===== src/rtl/tvdet_pkg.sv =====
package tvdet_pkg;

    typedef enum logic [2:0] {
        ST_IDLE  = 3'd0,
        ST_ARMED = 3'd1,
        ST_WAIT  = 3'd2,
        ST_PULSE = 3'd3,
        ST_DONE  = 3'd4
    } strobe_state_e;

    localparam logic COUPLE_DC = 1'b0;
    localparam logic COUPLE_AC = 1'b1;

endpackage


===== src/rtl/tvdet_cfg_regs.sv =====
module tvdet_cfg_regs #(
    parameter int PIX_W = 10
) (
    input  logic             clk,
    input  logic             rst_n,
    input  logic             video_en,
    input  logic             wr_en,
    input  logic             coupling_d,
    input  logic [PIX_W-1:0] start_d,
    input  logic [PIX_W-1:0] stop_d,
    output logic             coupling_q,
    output logic [PIX_W-1:0] start_q,
    output logic [PIX_W-1:0] stop_q,
    output logic             window_ok
);
    import tvdet_pkg::*;

    logic accept;

    assign accept = wr_en && !video_en;

    always_ff @(posedge clk or negedge rst_n) begin
        if (!rst_n) begin
            coupling_q <= COUPLE_DC;
            start_q    <= '0;
            stop_q     <= '0;
        end else if (accept) begin
            coupling_q <= coupling_d;
            start_q    <= start_d;
            stop_q     <= stop_d;
        end
    end

    assign window_ok = (start_q < stop_q);

endmodule


===== src/rtl/tvdet_line_counter.sv =====
module tvdet_line_counter #(
    parameter int PIX_W = 10
) (
    input  logic             clk,
    input  logic             rst_n,
    input  logic             hsync,
    output logic             sync_start,
    output logic [PIX_W-1:0] pix_cnt
);
    localparam logic [PIX_W-1:0] CNT_MAX = {PIX_W{1'b1}};

    logic hsync_q;

    always_ff @(posedge clk or negedge rst_n) begin
        if (!rst_n) begin
            hsync_q <= 1'b0;
        end else begin
            hsync_q <= hsync;
        end
    end

    assign sync_start = hsync && !hsync_q;

    always_ff @(posedge clk or negedge rst_n) begin
        if (!rst_n) begin
            pix_cnt <= '0;
        end else if (sync_start) begin
            pix_cnt <= '0;
        end else if (pix_cnt != CNT_MAX) begin
            pix_cnt <= pix_cnt + 1'b1;
        end
    end

endmodule


===== src/rtl/tvdet_strobe_fsm.sv =====
module tvdet_strobe_fsm #(
    parameter int PIX_W = 10
) (
    input  logic             clk,
    input  logic             rst_n,
    input  logic             video_en,
    input  logic             sync_start,
    input  logic [PIX_W-1:0] pix_cnt,
    input  logic [PIX_W-1:0] start_pos,
    input  logic [PIX_W-1:0] stop_pos,
    input  logic             window_ok,
    output logic             strobe_n,
    output logic             publish
);
    import tvdet_pkg::*;

    strobe_state_e state_q, state_d;
    logic at_start, at_stop;

    assign at_start = (pix_cnt >= start_pos);
    assign at_stop  = (pix_cnt >= stop_pos);

    always_comb begin
        state_d = state_q;
        if (!video_en) begin
            state_d = ST_IDLE;
        end else begin
            unique case (state_q)
                ST_IDLE:  state_d = ST_ARMED;
                ST_ARMED: if (sync_start) state_d = ST_WAIT;
                ST_WAIT: begin
                    if (sync_start)      state_d = ST_WAIT;
                    else if (!window_ok) state_d = ST_DONE;
                    else if (at_start)   state_d = ST_PULSE;
                end
                ST_PULSE: begin
                    if (sync_start)   state_d = ST_WAIT;
                    else if (at_stop) state_d = ST_DONE;
                end
                ST_DONE:  if (sync_start) state_d = ST_WAIT;
                default:  state_d = ST_IDLE;
            endcase
        end
    end

    always_ff @(posedge clk or negedge rst_n) begin
        if (!rst_n) begin
            state_q <= ST_IDLE;
        end else begin
            state_q <= state_d;
        end
    end

    always_comb begin
        strobe_n = 1'b1;
        publish  = 1'b0;
        unique case (state_q)
            ST_PULSE: begin
                strobe_n = 1'b0;
                publish  = video_en && (sync_start || at_stop);
            end
            ST_IDLE, ST_ARMED, ST_WAIT, ST_DONE: begin
                strobe_n = 1'b1;
            end
            default: strobe_n = 1'b1;
        endcase
    end

endmodule


===== src/rtl/tvdet_status_capture.sv =====
module tvdet_status_capture (
    input  logic clk,
    input  logic rst_n,
    input  logic video_en,
    input  logic sync_start,
    input  logic publish,
    input  logic cmp_in,
    output logic status,
    output logic irq
);
    logic held_q;

    always_ff @(posedge clk or negedge rst_n) begin
        if (!rst_n) begin
            held_q <= 1'b0;
        end else if (video_en && sync_start) begin
            held_q <= cmp_in;
        end
    end

    always_ff @(posedge clk or negedge rst_n) begin
        if (!rst_n) begin
            status <= 1'b0;
            irq    <= 1'b0;
        end else if (publish) begin
            status <= held_q;
            irq    <= (held_q != status);
        end else begin
            irq    <= 1'b0;
        end
    end

endmodule


===== src/rtl/tvdet_pulse_ctrl.sv =====
module tvdet_pulse_ctrl #(
    parameter int PIX_W = 10
) (
    input  logic             clk,
    input  logic             rst_n,
    input  logic             hsync,
    input  logic             video_en,
    input  logic             cfg_we,
    input  logic             cfg_coupling,
    input  logic [PIX_W-1:0] cfg_start,
    input  logic [PIX_W-1:0] cfg_stop,
    input  logic             cmp_in,
    output logic             det_strobe_n,
    output logic             coupling_out,
    output logic             load_status,
    output logic             load_irq
);
    logic [PIX_W-1:0] start_q, stop_q, pix_cnt;
    logic             window_ok, sync_start, publish;

    tvdet_cfg_regs #(.PIX_W(PIX_W)) u_cfg (
        .clk        (clk),
        .rst_n      (rst_n),
        .video_en   (video_en),
        .wr_en      (cfg_we),
        .coupling_d (cfg_coupling),
        .start_d    (cfg_start),
        .stop_d     (cfg_stop),
        .coupling_q (coupling_out),
        .start_q    (start_q),
        .stop_q     (stop_q),
        .window_ok  (window_ok)
    );

    tvdet_line_counter #(.PIX_W(PIX_W)) u_cnt (
        .clk        (clk),
        .rst_n      (rst_n),
        .hsync      (hsync),
        .sync_start (sync_start),
        .pix_cnt    (pix_cnt)
    );

    tvdet_strobe_fsm #(.PIX_W(PIX_W)) u_fsm (
        .clk        (clk),
        .rst_n      (rst_n),
        .video_en   (video_en),
        .sync_start (sync_start),
        .pix_cnt    (pix_cnt),
        .start_pos  (start_q),
        .stop_pos   (stop_q),
        .window_ok  (window_ok),
        .strobe_n   (det_strobe_n),
        .publish    (publish)
    );

    tvdet_status_capture u_cap (
        .clk        (clk),
        .rst_n      (rst_n),
        .video_en   (video_en),
        .sync_start (sync_start),
        .publish    (publish),
        .cmp_in     (cmp_in),
        .status     (load_status),
        .irq        (load_irq)
    );

endmodule


===== config.mk =====
export PLATFORM = sky130hd
export DESIGN_NAME = tvdet_pulse_ctrl
export DESIGN_NICKNAME = d
export VERILOG_FILES = /design/src/rtl/tvdet_pkg.sv /design/src/rtl/tvdet_cfg_regs.sv /design/src/rtl/tvdet_line_counter.sv /design/src/rtl/tvdet_strobe_fsm.sv /design/src/rtl/tvdet_status_capture.sv /design/src/rtl/tvdet_pulse_ctrl.sv
export SDC_FILE = /design/constraint.sdc
export NUM_CORES = 1
export LEC_CHECK = 0
export BUFFER_PORTS_ARGS = -buffer_cell sky130_fd_sc_hd__buf_2
export CORE_MARGIN = 3
export CORE_UTILIZATION = 60
export DETAILED_ROUTE_END_ITERATION = 10
export GPL_ROUTABILITY_DRIVEN = 0
export GPL_TIMING_DRIVEN = 0
export PLACE_DENSITY_LB_ADDON = 0.1
export SLEW_MARGIN = 15
export SYNTH_ARGS = -nofsm -noshare
export SYNTH_HDL_FRONTEND = slang
export SYNTH_SLANG_ARGS = --single-unit

===== constraint.sdc =====
create_clock -name clk -period 6.16 [get_ports clk]
set_clock_uncertainty 0.2 [all_clocks]
set_input_delay 1.848 -clock clk [delete_from_list [all_inputs] [get_ports clk]]
set_output_delay 1.848 -clock clk [all_outputs]
set_load 0.005 [all_outputs]

==> results of run 1 <==
[metrics by stage]
stage / power [W] / hold slack, ns / worst slack, ns
6_report: 0.000662 / 0.313 / 2.87
5_1_grt: 0.000712 / 0.335 / 2.72
4_1_cts: 0.000668 / 0.315 / 2.89
3_5_place_dp: 0.000493 / 0.297 / 2.65
3_3_place_gp: 0.000488 / 0.298 / 2.69
2_1_floorplan: 0.000438 / 0.296 / 3.01
[cell type report]
cell class | instances | area, µm²
clock buffer | 7 | 86.3
timing repair buffer | 30 | 150
fill | 281 | 913
buffer | 6 | 23.8
multi-input combinational | 169 | 1210
inverter | 19 | 71.3
clock inverter | 1 | 5.00
tap | 46 | 57.6
sequential | 38 | 951
[power breakdown]
part,switching [W],internal (W)
clock,0.0000837,0.0000902
combinational,0.0000938,0.0000826
sequential,0.0000303,0.000282
[metal layers]
metal | vias up | track usage | part of all wire
li1 | 885 | - | -
met1 | 828 | 0.306 | 0.47
met2 | 29 | 0.362 | 0.47
met3 | 6 | 0.0499 | 0.036
met4 | 0 | 0.0835 | 0.016
met5 | - | 0 | 0
[placed cells by master (no fill, tap or decap), drive strengths merged, types with 2 or more instances in the layout]
cell,instances
a21oi,11
nor2b,3
dfrtp,38
clkbuf,12
mux2,5
a21o,4
inv,19
nand3,8
nor3,2
a211oi,2
ha,30
nand2,27
and4,4
buf,31
nor2,18
o21ai,23
nand2b,4
xnor2,3
xor2,5
and3,2
nand4,5
[flip-flops by register name, summed over array words and instances, names as in the netlist]
register and count:
u_cap.irq 1, u_cap.held_q 1, u_cfg.start_q 10, u_cap.status 1, u_cfg.coupling_q 1, u_cfg.stop_q 10, u_cnt.pix_cnt 10, u_cnt.hsync_q 1
u_fsm.state_q 3
[cell families (layout without fill, tap and decap cells)]
logic type / count (synthesis) / after routing / share of synthesized area
multiplexers: 6 / 6 / 0.0294
buffers and inverters: 25 / 63 / 0.0422
AO/OA/AOI/OAI: 47 / 47 / 0.134
XOR/XNOR: 8 / 8 / 0.0311
flip-flops: 38 / 38 / 0.422
adder cells (fa/ha/maj): 30 / 30 / 0.166
AND/OR/NAND/NOR: 78 / 78 / 0.175
[path summary, 6_finish.rpt]
| kind | startpoint | end | slack [ns] |
|---|---|---|---|
| min reg2reg | u_cfg.coupling_q | u_cfg.coupling_q | 0.31 |
| min in group asynchronous | rst_n | u_cfg.stop_q[7] | 1.46 |
| max reg2reg | u_cnt.pix_cnt[3] | u_cap.status | 3.76 |
| min | u_cfg.coupling_q | u_cfg.coupling_q | 0.31 |
| max in group asynchronous | rst_n | u_cnt.pix_cnt[0] | 3.77 |
| max | video_en | u_cfg.stop_q[4] | 2.87 |
[synth_stat cells (all sizes together), types with 3 or more instances]
master / count / area (µm²)
dfrtp: 38 / 951
xor2: 5 / 43.8
a21oi: 11 / 55.1
inv: 19 / 71.3
nand4: 5 / 31.3
o21ai: 23 / 115
and4: 4 / 37.5
a21o: 4 / 30.0
clkbuf: 5 / 18.8
nand2: 27 / 101
nand3: 8 / 40.0
mux2: 5 / 56.3
ha: 30 / 375
nor2b: 3 / 18.8
nand2b: 4 / 25.0
nor2: 18 / 82.6
xnor2: 3 / 26.3
==> results.json, run 1 <==
{
  "floorplan.die.width_um": 67.3,
  "worst_hold_path_type": "flip-flop to flip-flop",
  "max_cap_violations": 0,
  "post-place-cells": 308,
  "synth_nets": 289,
  "critPathKind": "input port to flip-flop",
  "syn_inst": 232,
  "worst_path_max_delay_cell": "sky130_fd_sc_hd__clkbuf_1",
  "clk-insertion-delay-late_ns": 0.29,
  "post_drt_via_cell_ratio": 5.53,
  "number_of_flops_mapped_to_enable_cells_by_yosys": 0,
  "postSynthAreaPerCell_um2": 9.72,
  "post-route-min-period_ns": 3.29,
  "synth_area_um2": 2260,
  "dieArea_um2": 4530,
  "drt-total-wl_um": 4300,
  "postCtsHoldBufs": 0,
  "cp_num_cells": 6,
  "cts-resized-gates": 0,
  "core_area_um2": 3470,
  "max_freq_ghz": 0.304,
  "post-route-period-util": 0.533,
  "synth-seq-area-share": 0.422,
  "worstPathMaxFanout": 10,
  "placement.io_buffers": 30,
  "start_kind": "input port",
  "critical_path.endpoint_type": "flip-flop",
  "path_cells": "buf_2 -> nor2b_1 -> clkbuf_1 -> clkbuf_1 -> nand2_1 -> o21ai_0",
  "cp_data_arrival_time_ns": 3.29,
  "antenna_found_initial": 0,
  "worst_slew_margin_rel": 0.440,
  "die_height_um": 67.3,
  "htreeDepth": 2,
  "start_util": 0.650,
  "antenna_violating_nets_post_route": 0,
  "post_dr_wirelength_cell_um": 13.6,
  "max-vdd-ir-drop_mv": 0.156,
  "path_common_cell": "sky130_fd_sc_hd__clkbuf_1",
  "synthArstFlopShare": 1.00,
  "first_global_vias": 1700,
  "grt_setup_unrepaired": "false",
  "status": "completed",
  "power_per_cell_area_nw_per_um2": 259,
  "synth_top_flop_cell": "sky130_fd_sc_hd__dfrtp_1",
  "holdPathStages": 1,
  "cts-root-buf": "sky130_fd_sc_hd__clkbuf_8",
  "grtUsageTotal": 0.228,
  "place_area_um2": 2460,
  "cp_slowest_stage_delay_ns": 0.52,
  "post-cts-setup-buffers": 0,
  "final_core_utilization": 0.737,
  "ioPinCount": 31,
  "numClockSinks": 38,
  "worst_pin_slew_ns": 0.840,
  "tns_ns": 0,
  "dr.pass1.iters": 4,
  "detailed_place_hpwl_um": 3320,
  "via_count": 1748,
  "critPathRequiredTime_ns": 6.16,
  "n_antenna_cell": 0,
  "synthToLayoutAreaGrowth_pct": 13.3,
  "report.final.slew_viol_count": 0,
  "clk_pin_slew_worst_paths_ns": 0.07,
  "cp_top_family": "buffers and inverters",
  "cts_tree": "yes",
  "finalNetCount": 326,
  "synthesis_stage_register_bit_count": 38,
  "drc": 0,
  "numCtsBuffers": 5,
  "instances_no_fill": 316,
  "drt_iter0_drc": 128,
  "grt_first_pass_wirelength_um": 7650,
  "setup-violations-final": 0,
  "grt_start_max_net_pins": 39,
  "fp-row-count": 21,
  "globalRouteOverflowTotal": 0,
  "ys_warn_count": 0,
  "layout-drive-gt1-share": 0.185,
  "synth.lib_cells_used.distinct": 38,
  "crit_buf_inv": 3,
  "cts.path.max_buffers": 2,
  "layout.cell_area.non_filler_um2": 2550,
  "finalHoldViolations": 0,
  "power.static_leakage_nw": 1.27,
  "worst_r2r_path_depth": 7
}
(Power assumes the default switching activity.)
==> inputs of run 2 (changes only) <==
Settings changed: ABC_AREA from default to 1, CORE_UTILIZATION 60 to 52.
Clock period 6.16 ns to 2.88 ns, I/O delays scaled along.
==> run 2 against run 1 <==
Synthesized area grew 6.6%. Routed wire length grew 10%. Power grew 130%. Clock-buffer cell count shrank 1. Non-clock buffer count shrank 1. Utilization shrank 12 points. Synthesized cell count grew 30%. Critical path depth shrank 3. Worst setup slack lost 2.1 ns. Register-to-register slack lost 2.8 ns. Via count grew 14%. Highest routed layer unchanged.
==> results.json, run 2 <==
{
  "status": "completed",
  "numCtsBuffers": 5,
  "grtUsageTotal": 0.195,
  "worst_r2r_path_depth": 9,
  "reg_to_reg_startpoint": "u_cnt.pix_cnt[7]",
  "first_global_vias": 1857,
  "ys_warn_count": 0,
  "post-route-period-util": 0.734,
  "post-synth-top-area-cell": "sky130_fd_sc_hd__dfrtp_1",
  "post-cts-setup-buffers": 0,
  "synth_nets": 358,
  "synth_top_flop_cell": "sky130_fd_sc_hd__dfrtp_1",
  "setup-violations-final": 0,
  "wl_met2_um": 2220,
  "number_of_flops_mapped_to_enable_cells_by_yosys": 0,
  "power_per_cell_area_nw_per_um2": 559,
  "p_sw_w": 0.000520,
  "layout.cell_area.non_filler_um2": 2700,
  "endpoint_worst_hold": "u_cfg.coupling_q",
  "ys_top_cells_by_area": "sky130_fd_sc_hd__dfrtp_1 40%, sky130_fd_sc_hd__ha_1 16%, sky130_fd_sc_hd__nand2_1 8.7%",
  "drc": 0,
  "dieArea_um2": 5480,
  "clockPowerShare": 0.237,
  "die_height_um": 74.0,
  "n_antenna_cell": 0,
  "leading_cell_type_in_the_layout_fill_and_taps_excluded": "sky130_fd_sc_hd__nand2_1",
  "postSynthAreaPerCell_um2": 7.99,
  "cts-root-buf": "sky130_fd_sc_hd__clkbuf_8",
  "start_kind": "flip-flop",
  "max_cap_violations": 0,
  "internal_power_w": 0.000991,
  "top_layer_used_by_detailed_routing": "met4",
  "comb_power_share": 0.307,
  "critPathKind": "flip-flop to output port",
  "fp-row-count": 24,
  "layout_top_registers": "u_cfg.start_q (10), u_cfg.stop_q (10), u_cnt.pix_cnt (10)",
  "post-synth-top-count-cell": "sky130_fd_sc_hd__nand2_1",
  "core_area_um2": 4410,
  "synthToLayoutAreaGrowth_pct": 12.4,
  "finalHoldViolations": 0,
  "clk_pin_slew_worst_paths_ns": 0.07,
  "layout.cells.most_common_list": "56 x sky130_fd_sc_hd__nand2_1, 40 x sky130_fd_sc_hd__inv_1, 39 x sky130_fd_sc_hd__nor2_1",
  "post-route-min-period_ns": 2.11,
  "worst_hold_path_type": "flip-flop to flip-flop",
  "via_count": 1984,
  "post_dr_wirelength_cell_um": 12.2,
  "worst_pin_slew_ns": 0.841,
  "layout-drive-gt1-share": 0.184,
  "antenna_found_initial": 0,
  "timing.hold.ws_ns": 0.307,
  "holdPathStages": 1,
  "cts-resized-gates": 0,
  "worst_slew_margin_rel": 0.439,
  "drt_iter0_drc": 66,
  "postCtsHoldBufs": 0,
  "drt-total-wl_um": 4750,
  "routedLengthMet1_um": 2270,
  "clk-insertion-delay-late_ns": 0.28,
  "grt_start_max_net_pins": 39,
  "worstPathMaxFanout": 4,
  "post-synth-top-area-fraction": 0.395,
  "synth_commonest_cells": "56 x sky130_fd_sc_hd__nand2_1, 40 x sky130_fd_sc_hd__inv_1, 39 x sky130_fd_sc_hd__nor2_1",
  "tns_ns": 0,
  "synth.lib_cells_used.distinct": 27,
  "grt_first_pass_wirelength_um": 8180,
  "power.static_leakage_nw": 1.48,
  "cts.path.max_buffers": 2,
  "critical_path.endpoint_type": "output port",
  "max_freq_ghz": 0.473,
  "placement.io_buffers": 30,
  "synthArstFlopShare": 1.00,
  "antenna_violating_nets_post_route": 0,
  "floorplan.die.width_um": 74.0,
  "worstHoldStart": "u_cfg.coupling_q",
  "synth-seq-area-share": 0.395,
  "cp_data_arrival_time_ns": 1.05,
  "grt_setup_unrepaired": "false",
  "syn_inst": 301,
  "place_area_um2": 2620,
  "globalRouteOverflowTotal": 0,
  "start_util": 0.545,
  "synthesis_stage_register_bit_count": 38,
  "finalNetCount": 395,
  "seq_power_share": 0.456,
  "regToRegEndpoint": "u_fsm.state_q[1]",
  "synth_area_um2": 2400,
  "detailed_place_hpwl_um": 3790,
  "route.met3.wl_um": 165,
  "report.final.slew_viol_count": 0,
  "dr.pass1.iters": 5,
  "cts_tree": "yes",
  "startpoint": "u_fsm.state_q[2]",
  "numClockSinks": 38,
  "ioPinCount": 31,
  "post_drt_via_cell_ratio": 5.10,
  "worst-r2r-setup-slack_ns": 0.94,
  "critPathRequiredTime_ns": 1.82,
  "htreeDepth": 2,
  "max-vdd-ir-drop_mv": 0.307,
  "swShare": 0.344
}
## run 2: changes by cell type after synthesis, moves of 4 or more
cell	before	now
sky130_fd_sc_hd__inv_2	0	5
sky130_fd_sc_hd__clkbuf_1	5	1
sky130_fd_sc_hd__nand2b_1	4	0
sky130_fd_sc_hd__o21ai_0	21	6
sky130_fd_sc_hd__nor2_1	16	39
sky130_fd_sc_hd__a21oi_1	11	30
sky130_fd_sc_hd__inv_1	19	40
sky130_fd_sc_hd__nand3_1	8	19
sky130_fd_sc_hd__nand2_1	27	56
## run 2: worst max-delay path by stage
stage,depth (start not counted),end
3_3_place_gp,10,u_fsm.state_q[1]
3_5_place_dp,10,u_fsm.state_q[1]
2_1_floorplan,8,u_fsm.state_q[1]
6_report,3,det_strobe_n
4_1_cts,3,det_strobe_n
5_1_grt,3,det_strobe_n
## run 2: layout make-up
class / count / area, µm²
tap: 52 / 65.1
fill: 437 / 1710
inverter: 46 / 174
timing repair buffer: 30 / 150
sequential: 38 / 951
clock buffer: 6 / 82.6
multi-input combinational: 212 / 1260
buffer: 5 / 23.8
## run 2: per-layer routing
layer  vias up  global-route usage
met2        32               0.320
li1       1044                   -
met5         -                   0
met3        11              0.0405
met4         0              0.0664
met1       897               0.256
## run 2: cells by family (layout without fill, tap and decap cells)
kind of cell,count (synthesis),after routing,synth area share
fa+ha+maj,30,30,0.156
compound gates,45,45,0.0973
mux,2,2,0.00936
buf+inv,51,87,0.0822
flops,38,38,0.395
simple gates,133,133,0.252
xor+xnor,2,2,0.00729
## run 2: critical path, stage by stage, from the launching register on
cell	delay, ns
sky130_fd_sc_hd__dfrtp_1	0.40
sky130_fd_sc_hd__clkinv_2	0.08
sky130_fd_sc_hd__nand3_1	0.12
sky130_fd_sc_hd__buf_2	0.16
## run 2: power by group through the flow
stage | Combinational [W] | Sequential [W] | Clock (W)
after detailed placement | 0.000467 | 0.000699 | 0
after floorplan | 0.000350 | 0.000684 | 0
after global placement | 0.000453 | 0.000697 | 0
after CTS | 0.000471 | 0.000689 | 0.000367
after global routing | 0.000551 | 0.000702 | 0.000389
final | 0.000464 | 0.000688 | 0.000358
## run 2: metrics by stage
step	std cells	worst slack [ns]	total power, W	util
6_report	389	0.767	0.00151	0.612
5_1_grt	389	0.706	0.00164	0.612
4_1_cts	389	0.759	0.00153	0.612
3_5_place_dp	383	0.742	0.00117	0.594
3_3_place_gp	383	0.725	0.00115	0.594
2_1_floorplan	301	1.04	0.00103	-
